==> src/rtl/sport_pkg.sv <==
package sport_pkg;

    localparam int WORD_W   = 16;
    localparam int NARROW_W = 8;
    localparam int MIN_HALF = 4;
    localparam int BIT_CW   = $clog2(WORD_W);

    typedef enum logic [1:0] {
        ST_IDLE,
        ST_LOW,
        ST_HIGH,
        ST_FINISH
    } sp_state_e;

    function automatic logic [BIT_CW-1:0] last_index(input logic wide);
        return wide ? BIT_CW'(WORD_W - 1) : BIT_CW'(NARROW_W - 1);
    endfunction

endpackage

==> src/rtl/sport_halfgen.sv <==
module sport_halfgen
    import sport_pkg::*;
#(
    parameter int DIV_W = 8
) (
    input  logic             clk,
    input  logic             rst,
    input  logic             load_i,
    input  logic             run_i,
    input  logic [DIV_W-1:0] div_i,
    output logic             tick_o
);
    localparam int HW = (DIV_W > 3) ? DIV_W : 3;

    logic [HW-1:0] div_x;
    logic [HW-1:0] half_new;
    logic [HW-1:0] half_q;
    logic [HW-1:0] cnt_q;

    assign div_x    = HW'(div_i);
    assign half_new = (div_x < HW'(MIN_HALF)) ? HW'(MIN_HALF) : div_x;

    always_ff @(posedge clk) begin
        if (rst) begin
            half_q <= HW'(MIN_HALF);
            cnt_q  <= '0;
        end else if (load_i) begin
            half_q <= half_new;
            cnt_q  <= half_new - HW'(1);
        end else if (run_i) begin
            if (cnt_q == '0)
                cnt_q <= half_q - HW'(1);
            else
                cnt_q <= cnt_q - HW'(1);
        end
    end

    assign tick_o = run_i && (cnt_q == '0);

endmodule

==> src/rtl/sport_shift.sv <==
module sport_shift
    import sport_pkg::*;
(
    input  logic              clk,
    input  logic              rst,
    input  logic              load_i,
    input  logic              wide_i,
    input  logic [WORD_W-1:0] tx_i,
    input  logic              advance_i,
    input  logic              sample_i,
    input  logic              sdi_i,
    output logic              sdo_o,
    output logic [WORD_W-1:0] rx_o
);
    logic [WORD_W-1:0] tx_q;
    logic [WORD_W-1:0] rx_q;

    always_ff @(posedge clk) begin
        if (rst) begin
            tx_q <= '0;
            rx_q <= '0;
        end else begin
            if (load_i)
                tx_q <= wide_i ? tx_i
                               : {tx_i[NARROW_W-1:0], {(WORD_W-NARROW_W){1'b0}}};
            else if (advance_i)
                tx_q <= {tx_q[WORD_W-2:0], 1'b0};

            if (load_i)
                rx_q <= '0;
            else if (sample_i)
                rx_q <= {rx_q[WORD_W-2:0], sdi_i};
        end
    end

    assign sdo_o = tx_q[WORD_W-1];
    assign rx_o  = rx_q;

endmodule

==> src/rtl/sport_master.sv <==
module sport_master
    import sport_pkg::*;
#(
    parameter int DIV_W = 8
) (
    input  logic              clk,
    input  logic              rst,
    input  logic              start_i,
    input  logic              wide_i,
    input  logic [DIV_W-1:0]  div_i,
    input  logic [WORD_W-1:0] tx_word_i,
    input  logic              sdi_i,
    output logic              sclk_o,
    output logic              sdo_o,
    output logic              busy_o,
    output logic              done_o,
    output logic [WORD_W-1:0] rx_word_o,
    output logic              collide_o
);
    sp_state_e         state_q;
    logic [BIT_CW-1:0] bits_q;
    logic              sclk_q;
    logic              done_q;
    logic              coll_q;
    logic [WORD_W-1:0] rxo_q;
    logic [WORD_W-1:0] rx_live;

    logic accept;
    logic run;
    logic tick;
    logic sample;
    logic advance;

    assign busy_o  = (state_q != ST_IDLE);
    assign accept  = start_i && !busy_o;
    assign run     = (state_q == ST_LOW) || (state_q == ST_HIGH);
    assign sample  = (state_q == ST_LOW) && tick;
    assign advance = (state_q == ST_HIGH) && tick && (bits_q != '0);

    sport_halfgen #(.DIV_W(DIV_W)) u_half (
        .clk    (clk),
        .rst    (rst),
        .load_i (accept),
        .run_i  (run),
        .div_i  (div_i),
        .tick_o (tick)
    );

    sport_shift u_shift (
        .clk       (clk),
        .rst       (rst),
        .load_i    (accept),
        .wide_i    (wide_i),
        .tx_i      (tx_word_i),
        .advance_i (advance),
        .sample_i  (sample),
        .sdi_i     (sdi_i),
        .sdo_o     (sdo_o),
        .rx_o      (rx_live)
    );

    always_ff @(posedge clk) begin
        if (rst) begin
            state_q <= ST_IDLE;
            bits_q  <= '0;
            sclk_q  <= 1'b1;
            done_q  <= 1'b0;
            coll_q  <= 1'b0;
            rxo_q   <= '0;
        end else begin
            done_q <= 1'b0;
            if (start_i && busy_o)
                coll_q <= 1'b1;
            unique case (state_q)
                ST_IDLE: begin
                    if (start_i) begin
                        state_q <= ST_LOW;
                        sclk_q  <= 1'b0;
                        bits_q  <= last_index(wide_i);
                    end
                end
                ST_LOW: begin
                    if (tick) begin
                        sclk_q  <= 1'b1;
                        state_q <= ST_HIGH;
                    end
                end
                ST_HIGH: begin
                    if (tick) begin
                        if (bits_q == '0) begin
                            state_q <= ST_FINISH;
                        end else begin
                            sclk_q  <= 1'b0;
                            bits_q  <= bits_q - BIT_CW'(1);
                            state_q <= ST_LOW;
                        end
                    end
                end
                ST_FINISH: begin
                    state_q <= ST_IDLE;
                    done_q  <= 1'b1;
                    rxo_q   <= rx_live;
                end
                default: state_q <= ST_IDLE;
            endcase
        end
    end

    assign sclk_o    = sclk_q;
    assign done_o    = done_q;
    assign collide_o = coll_q;
    assign rx_word_o = rxo_q;

endmodule

==> config.mk <==
export PLATFORM = sky130hd
export DESIGN_NAME = sport_master
export DESIGN_NICKNAME = d
export VERILOG_FILES = /design/src/rtl/sport_pkg.sv /design/src/rtl/sport_halfgen.sv /design/src/rtl/sport_shift.sv /design/src/rtl/sport_master.sv
export SDC_FILE = /design/constraint.sdc
export NUM_CORES = 1
export LEC_CHECK = 0
export BUFFER_PORTS_ARGS = -buffer_cell sky130_fd_sc_hd__buf_2
export CAP_MARGIN = 20
export CORE_MARGIN = 4
export CORE_UTILIZATION = 51
export DETAILED_ROUTE_END_ITERATION = 10
export PLACE_DENSITY_LB_ADDON = 0.1
export SLEW_MARGIN = 25
export SYNTH_ARGS = -nofsm -noshare
export SYNTH_HDL_FRONTEND = slang
export SYNTH_SLANG_ARGS = --single-unit
==> constraint.sdc <==
create_clock -name clk -period 2.09 [get_ports clk]
set_clock_uncertainty 0.15 [all_clocks]
set_input_delay 0.209 -clock clk [delete_from_list [all_inputs] [get_ports clk]]
set_output_delay 0.209 -clock clk [all_outputs]
set_load 0.01 [all_outputs]
Word-level counts from Yosys, hierarchy flattened. Cells that the tools add are included.

Eq/ne operators: 7. Muxes and demuxes: 23. Reductions and logical operators: 21. $lt $le $gt $ge: 1. Add/subtract/negate cells: 4.

Operator list (count): two-way mux 16 bit (3); two-way mux 8 bit (4); subtractor 8 x 1 -> 8 bit (second input constant) (3); two-way mux 4 bit (4); zero test 8 bit (1); less-than comparator 8 x 3 -> 1 bit (second input constant) (1); two-way mux 2 bit (4); != test 2 bit (second input constant) (4); case mux 2 bit (4 select lines) (1); case mux 4 bit (2 select lines) (1); nonzero test 2 bit (4); logical AND 1 bit (6); two-way mux 1 bit (5); AND reduction 5 bit (1); equality test 2 bit (second input constant) (2); zero test 4 bit (1); AND reduction 4 bit (1); nonzero test 4 bit (1); subtractor 4 x 1 -> 4 bit (second input constant) (1); case mux 1 bit (3 select lines) (1); AND reduction 3 bit (1); nonzero test 3 bit (1); equality test 2 x 1 -> 1 bit (second input constant) (1); zero test 2 bit (1); 3 further kinds (3).

Logic and storage cells: 66. Output and inout port bits: 21. Bits of input ports: 29. Bits in registers: 73.

Depth between registers and ports, before layout.
Depth in word-level cells: 7. Mapped depth: 10. Mapped depth without buffers: 10.

Cells and area by module. Synthesis repeated with hierarchy kept, for this count alone.

Cells, all modules: 365. Area, all modules: 3622.2 um2.

By module, submodules not included: sport_shift (times used 1, cells an instance 127, area each 1502.7 um2, seq. area each 640.6 um2); sport_master (times used 1, cells an instance 120, area each 1158.6 um2, seq. area each 500.5 um2); sport_halfgen (times used 1, cells an instance 118, area each 960.9 um2, seq. area each 320.3 um2).

Least setup slack after synthesis. No wires, ideal clock.

Path type: register -> register. Start: register state_q[0]. End: register u_half.cnt_q[7]. Data arrival time: 2.010 ns. Data required time: 1.852 ns. Library setup time: 0.088 ns. Cell stages (with the launch flop): 10. Clock period less this slack: 2.249 ns. Slack: -0.159 ns. Path buffers: 1. Cells stage by stage: dfxtp_1 > inv_1 > ha_1 > and2_4 > buf_6 > a311oi_2 > nor2_2 > nor4bb_4 > nand3b_1 > a311oi_2.

Word-level cells in the longest chain between the ends: 4. Elaborated cells between the ends (all ways): 8. Classes of those cells: eq/ne: 2; mux: 1; reduce/logical: 5.

Ends and longest elaborated chain: start, declared (RTL line sport_master.sv:20) `sp_state_e state_q;`; start signal, assigned (RTL line sport_master.sv:64) `state_q <= ST_IDLE;`; start signal, assigned (RTL line sport_master.sv:77) `state_q <= ST_LOW;`; start signal, assigned (RTL line sport_master.sv:85) `state_q <= ST_HIGH;`; nonzero test 2 bit (RTL line sport_master.sv:34) `assign busy_o = (state_q != ST_IDLE);`; zero test 1 bit (RTL line sport_master.sv:35) `assign accept = start_i && !busy_o;`; logical AND 1 bit (RTL line sport_master.sv:35); two-way mux 8 bit or nonzero test 2 bit (tied branches); end signal, assigned (RTL line sport_halfgen.sv:29) `cnt_q <= half_new - HW'(1);`; end signal, assigned (RTL line sport_halfgen.sv:32) `cnt_q <= half_q - HW'(1);`; end signal, assigned (RTL line sport_halfgen.sv:34) `cnt_q <= cnt_q - HW'(1);`; end, declared (RTL line sport_halfgen.sv:18) `logic [HW-1:0] cnt_q;`.

Parallel ways exist; a longest one is shown, timed or not. A chain may end at the register's enable or synchronous reset.

Worst setup path in the final report.
Start: register u_half.cnt_q[3]. End: register u_half.cnt_q[6].

Word-level cells in the longest chain between the ends: 4. Elaborated cells between the ends (all ways): 5. Classes of those cells: add/sub: 1; mux: 3; reduce/logical: 1.

Ends and longest elaborated chain: subtractor 8 x 1 -> 8 bit or zero test 8 bit (tied branches) (RTL line sport_halfgen.sv:34, sport_halfgen.sv:31); two-way mux 8 bit (*) (RTL line sport_halfgen.sv:31) `if (cnt_q == '0)`; two-way mux 8 bit (*) (RTL line sport_halfgen.sv:30) `end else if (run_i) begin`; two-way mux 8 bit (*) (RTL line sport_halfgen.sv:27) `end else if (load_i) begin`.

Every way passes the cells marked *; elsewhere a longest branch is shown, timed or not. The select of a mux whose other input is x is not followed.

==> results.json <==
{
  "hp-class": "in2reg",
  "final_nets": 498,
  "synth_edf_count": 0,
  "post_synth.cell_area_avg_um2": 8.818,
  "cts_tree": "built",
  "regArea_mm2": 0.001466,
  "rows": 29,
  "io_buffers": 49,
  "p_int_w": 0.003388,
  "wirelength_mm": 7.680,
  "design_area_mm2": 0.004353,
  "synthArstFlopShare_pct": 0,
  "start_util_pct": 52.49,
  "multi_input_area_mm2": 0.001877,
  "synth_xor_xnor_area_share_pct": 0.5255,
  "grt_pass1_wl_mm": 12.12,
  "outcome": "complete, but fails checks",
  "violations": "negative setup slack",
  "avgViaCountPerCell": 5.396,
  "placed_cell_area_mm2": 0.003958,
  "critPathRequiredTime_ns": 2.19,
  "synth_compound_area_share_pct": 16.14,
  "syn_nets": 415,
  "cts.clk_slew.worst_paths_ns": 0.08,
  "clockBufferDepth": 2,
  "cts_buffers": 9,
  "clkLatencyLatePin_ns": 0.35,
  "n_antenna_cell": 0,
  "synth-simple-area-share_pct": 19.52,
  "ys_top_cells_by_count": "nor2_1 (75), dfxtp_1 (73), mux2i_1 (42), a21oi_1 (39), nand2_1 (25)",
  "final-hold-violation-count": 0,
  "yosys.area.top_type": "dfxtp_1",
  "fmax_mhz": 469.7,
  "power.switching_w": 0.002046,
  "initialDrtViolationCount": 117,
  "ys_warn_count": 0,
  "syn_inst": 378,
  "grt-ovfl-total": 0,
  "setup_ws_ns": -0.03904,
  "num_vias": 2930,
  "power_density_mw_per_mm2": 1248,
  "post-place-ws_ns": -0.1183,
  "die-area_mm2": 0.007893,
  "crit_path_max_incr_delay_ns": 0.38,
  "antenna_found_initial": 0,
  "pin_count": 50,
  "synth_area_mm2": 0.003333,
  "die_x_um": 88.85,
  "synth_ff_type": "dfxtp_1",
  "grt_pass1_vias": 2695,
  "synth.most_common_cell": "nor2_1",
  "startpoint_type": "flip-flop",
  "synthAdderAreaFrac_pct": 3.003,
  "whs_ns": 0.01312,
  "post_drt_wl_per_cell_um": 14.14,
  "seqPwrFrac_pct": 32.6,
  "synthMuxAreaShare_pct": 12.95,
  "hpwl_mm": 5.334,
  "netlist.area_leader.share_pct": 43.84,
  "slowest_stage": "dfxtp_1",
  "cts_root_buf": "clkbuf_8",
  "grt_max_degree": 43,
  "arrival_ns": 2.23,
  "crit_path_end_kind": "flip-flop",
  "drv_slew": 0,
  "period_needed_ns": 2.129,
  "p_leak_nw": 1.902,
  "dieHeight_um": 88.85,
  "rsz0062_at_grt": "true",
  "yosys_register_bits": 73,
  "drive_above_1_share_pct": 32.19,
  "switching_share_pct": 37.65,
  "crit_chain": "nor4_4, buf_4, a31o_4, a21oi_4, ha_2, o21ai_1, nor3_1, xnor2_1, a211oi_1",
  "syn_to_final_growth_pct": 30.59,
  "htreeDepth": 3,
  "numClockSinks": 73,
  "p_clk_share_pct": 21.1,
  "dr.pass1.iters": 4,
  "ant_nets": 0,
  "synth_top_family_by_area": "simple AND/OR/NAND/NOR gates",
  "synth.area.top_cells": "dfxtp_1 (44%), mux2i_1 (13%), nor2_1 (8.4%)",
  "irDropWorstVdd_v": 0.0005852,
  "critPathKind": "reg2reg",
  "yosysUniqueCellTypes": 51,
  "pwr-share-comb_pct": 46.3,
  "crit_fanout": 4,
  "coreArea_mm2": 0.006350,
  "synth_seq_area_share_pct": 43.84,
  "finalSetupTns_ns": -0.03904,
  "gp_congestion": 0.8763,
  "fillers": 525,
  "final-setup-viol-count": 1,
  "drc_errors": 0,
  "grtUsageTotal_pct": 19.75,
  "fin_crit_sh_pct": 101.9,
  "maxSlewHeadroom_pct": 59.85,
  "tightestPinTransition_ns": 0.6000,
  "maxCapViolCount": 0
}
==> per-layer routing <==
| layer | wire length (um) | share of wire, % | up-vias | global-route usage (%) |
|---|---|---|---|---|
| li1 | - | - | 1486 | - |
| met1 | 3579 | 47 | 1378 | 25.30 |
| met2 | 3631 | 47 | 56 | 31.38 |
| met3 | 342 | 4.5 | 10 | 4.376 |
| met4 | 126 | 1.6 | 0 | 9.615 |
| met5 | 0 | 0 | - | 0 |
==> flip-flops by register name (all words and copies together), names as in the netlist <==
signal,cells
bits_q,4
collide_o,1
done_o,1
rx_word_o,16
sclk_o,1
state_q,2
u_half.cnt_q,8
u_half.half_q,8
u_shift.rx_o,16
u_shift.tx_q,16
==> critical path, delay by kind of cell (launching register included) <==
family | cells | cell delay (ns)
AO/OA/AOI/OAI | 4 | 0.80
flip-flops | 1 | 0.38
AND/OR/NAND/NOR | 2 | 0.28
adder cells (fa/ha/maj) | 1 | 0.20
buffers and inverters | 1 | 0.14
XOR/XNOR | 1 | 0.09
==> path summary, 6_finish.rpt <==
check                                   endpoint  depth (start not counted)  slack (ns)             start
worst min-delay path             u_shift.tx_q[0]                          3        0.01      tx_word_i[0]
worst max-delay path             u_half.cnt_q[6]                          9       -0.04   u_half.cnt_q[3]
worst max register to register   u_half.cnt_q[6]                          9       -0.04   u_half.cnt_q[3]
worst min register to register  u_half.half_q[7]                          2        0.31  u_half.half_q[7]
==> power by group through the flow <==
| stage | clock network, W | registers, W | logic, W |
|---|---|---|---|
| final | 0.00115 | 0.00177 | 0.00252 |
| after global routing | 0.00123 | 0.00179 | 0.00276 |
| after CTS | 0.00117 | 0.00176 | 0.00231 |
| after detailed placement | 0 | 0.00179 | 0.00226 |
| after global placement | 0 | 0.00178 | 0.00223 |
| after floorplan | 0 | 0.00179 | 0.00146 |
==> cells in the final DEF (no fill, tap or decap), types with 3 or more instances in the layout <==
| cell | Yosys | layout |
|---|---|---|
| nor2_1 | 75 | 75 |
| dfxtp_1 | 73 | 69 |
| buf_2 | 5 | 49 |
| mux2i_1 | 42 | 42 |
| buf_4 | 0 | 40 |
| a21oi_1 | 39 | 36 |
| nand2_1 | 25 | 24 |
| nand3_1 | 9 | 9 |
| clkbuf_8 | 0 | 9 |
| o21ai_0 | 8 | 7 |
| inv_1 | 8 | 6 |
| a211oi_1 | 12 | 6 |
| a211oi_2 | 1 | 6 |
| ha_1 | 8 | 5 |
| nor3_1 | 4 | 4 |
| o21ai_1 | 5 | 4 |
| dfxtp_2 | 0 | 4 |
| a21oi_2 | 1 | 3 |
| inv_6 | 0 | 3 |
| buf_12 | 0 | 3 |
==> area by class of cell <==
type                       count  share of cell area (%)
multi-input combinational    273                   43.12
inverter                       8                  0.6899
clock inverter                 7                   1.897
timing repair buffer          96                   15.55
sequential                    73                   33.69
tap                           77                   2.213
clock buffer                   9                   2.846
==> logic make-up after synthesis <==
kind of cell / after synthesis
simple gates: 136
fa+ha+maj: 8
mux: 43
buf+inv: 32
compound gates: 84
flops: 73
xor+xnor: 2
==> per-stage QoR <==
step | instances | total power [W] | utilization, %
6_report | 543 | 0.005434 | 68.55
5_1_grt | 543 | 0.005789 | 68.55
4_1_cts | 540 | 0.005241 | 66.25
3_5_place_dp | 522 | 0.004052 | 62.33
3_3_place_gp | 522 | 0.004009 | 62.33
2_1_floorplan | 378 | 0.003243 | -
==> timing repair <==
| action | CTS | global route |
|---|---|---|
| setup endpoints to repair | 5 | 24 |
| gates cloned | 0 | 2 |
| gates resized for setup | 5 | 23 |
| hold endpoints to repair | 1 | 0 |
| hold buffers | 1 | 0 |
| pin swaps | 1 | 7 |
| setup buffers | 1 | 1 |
Note: power is estimated with default switching activity, not from simulation.
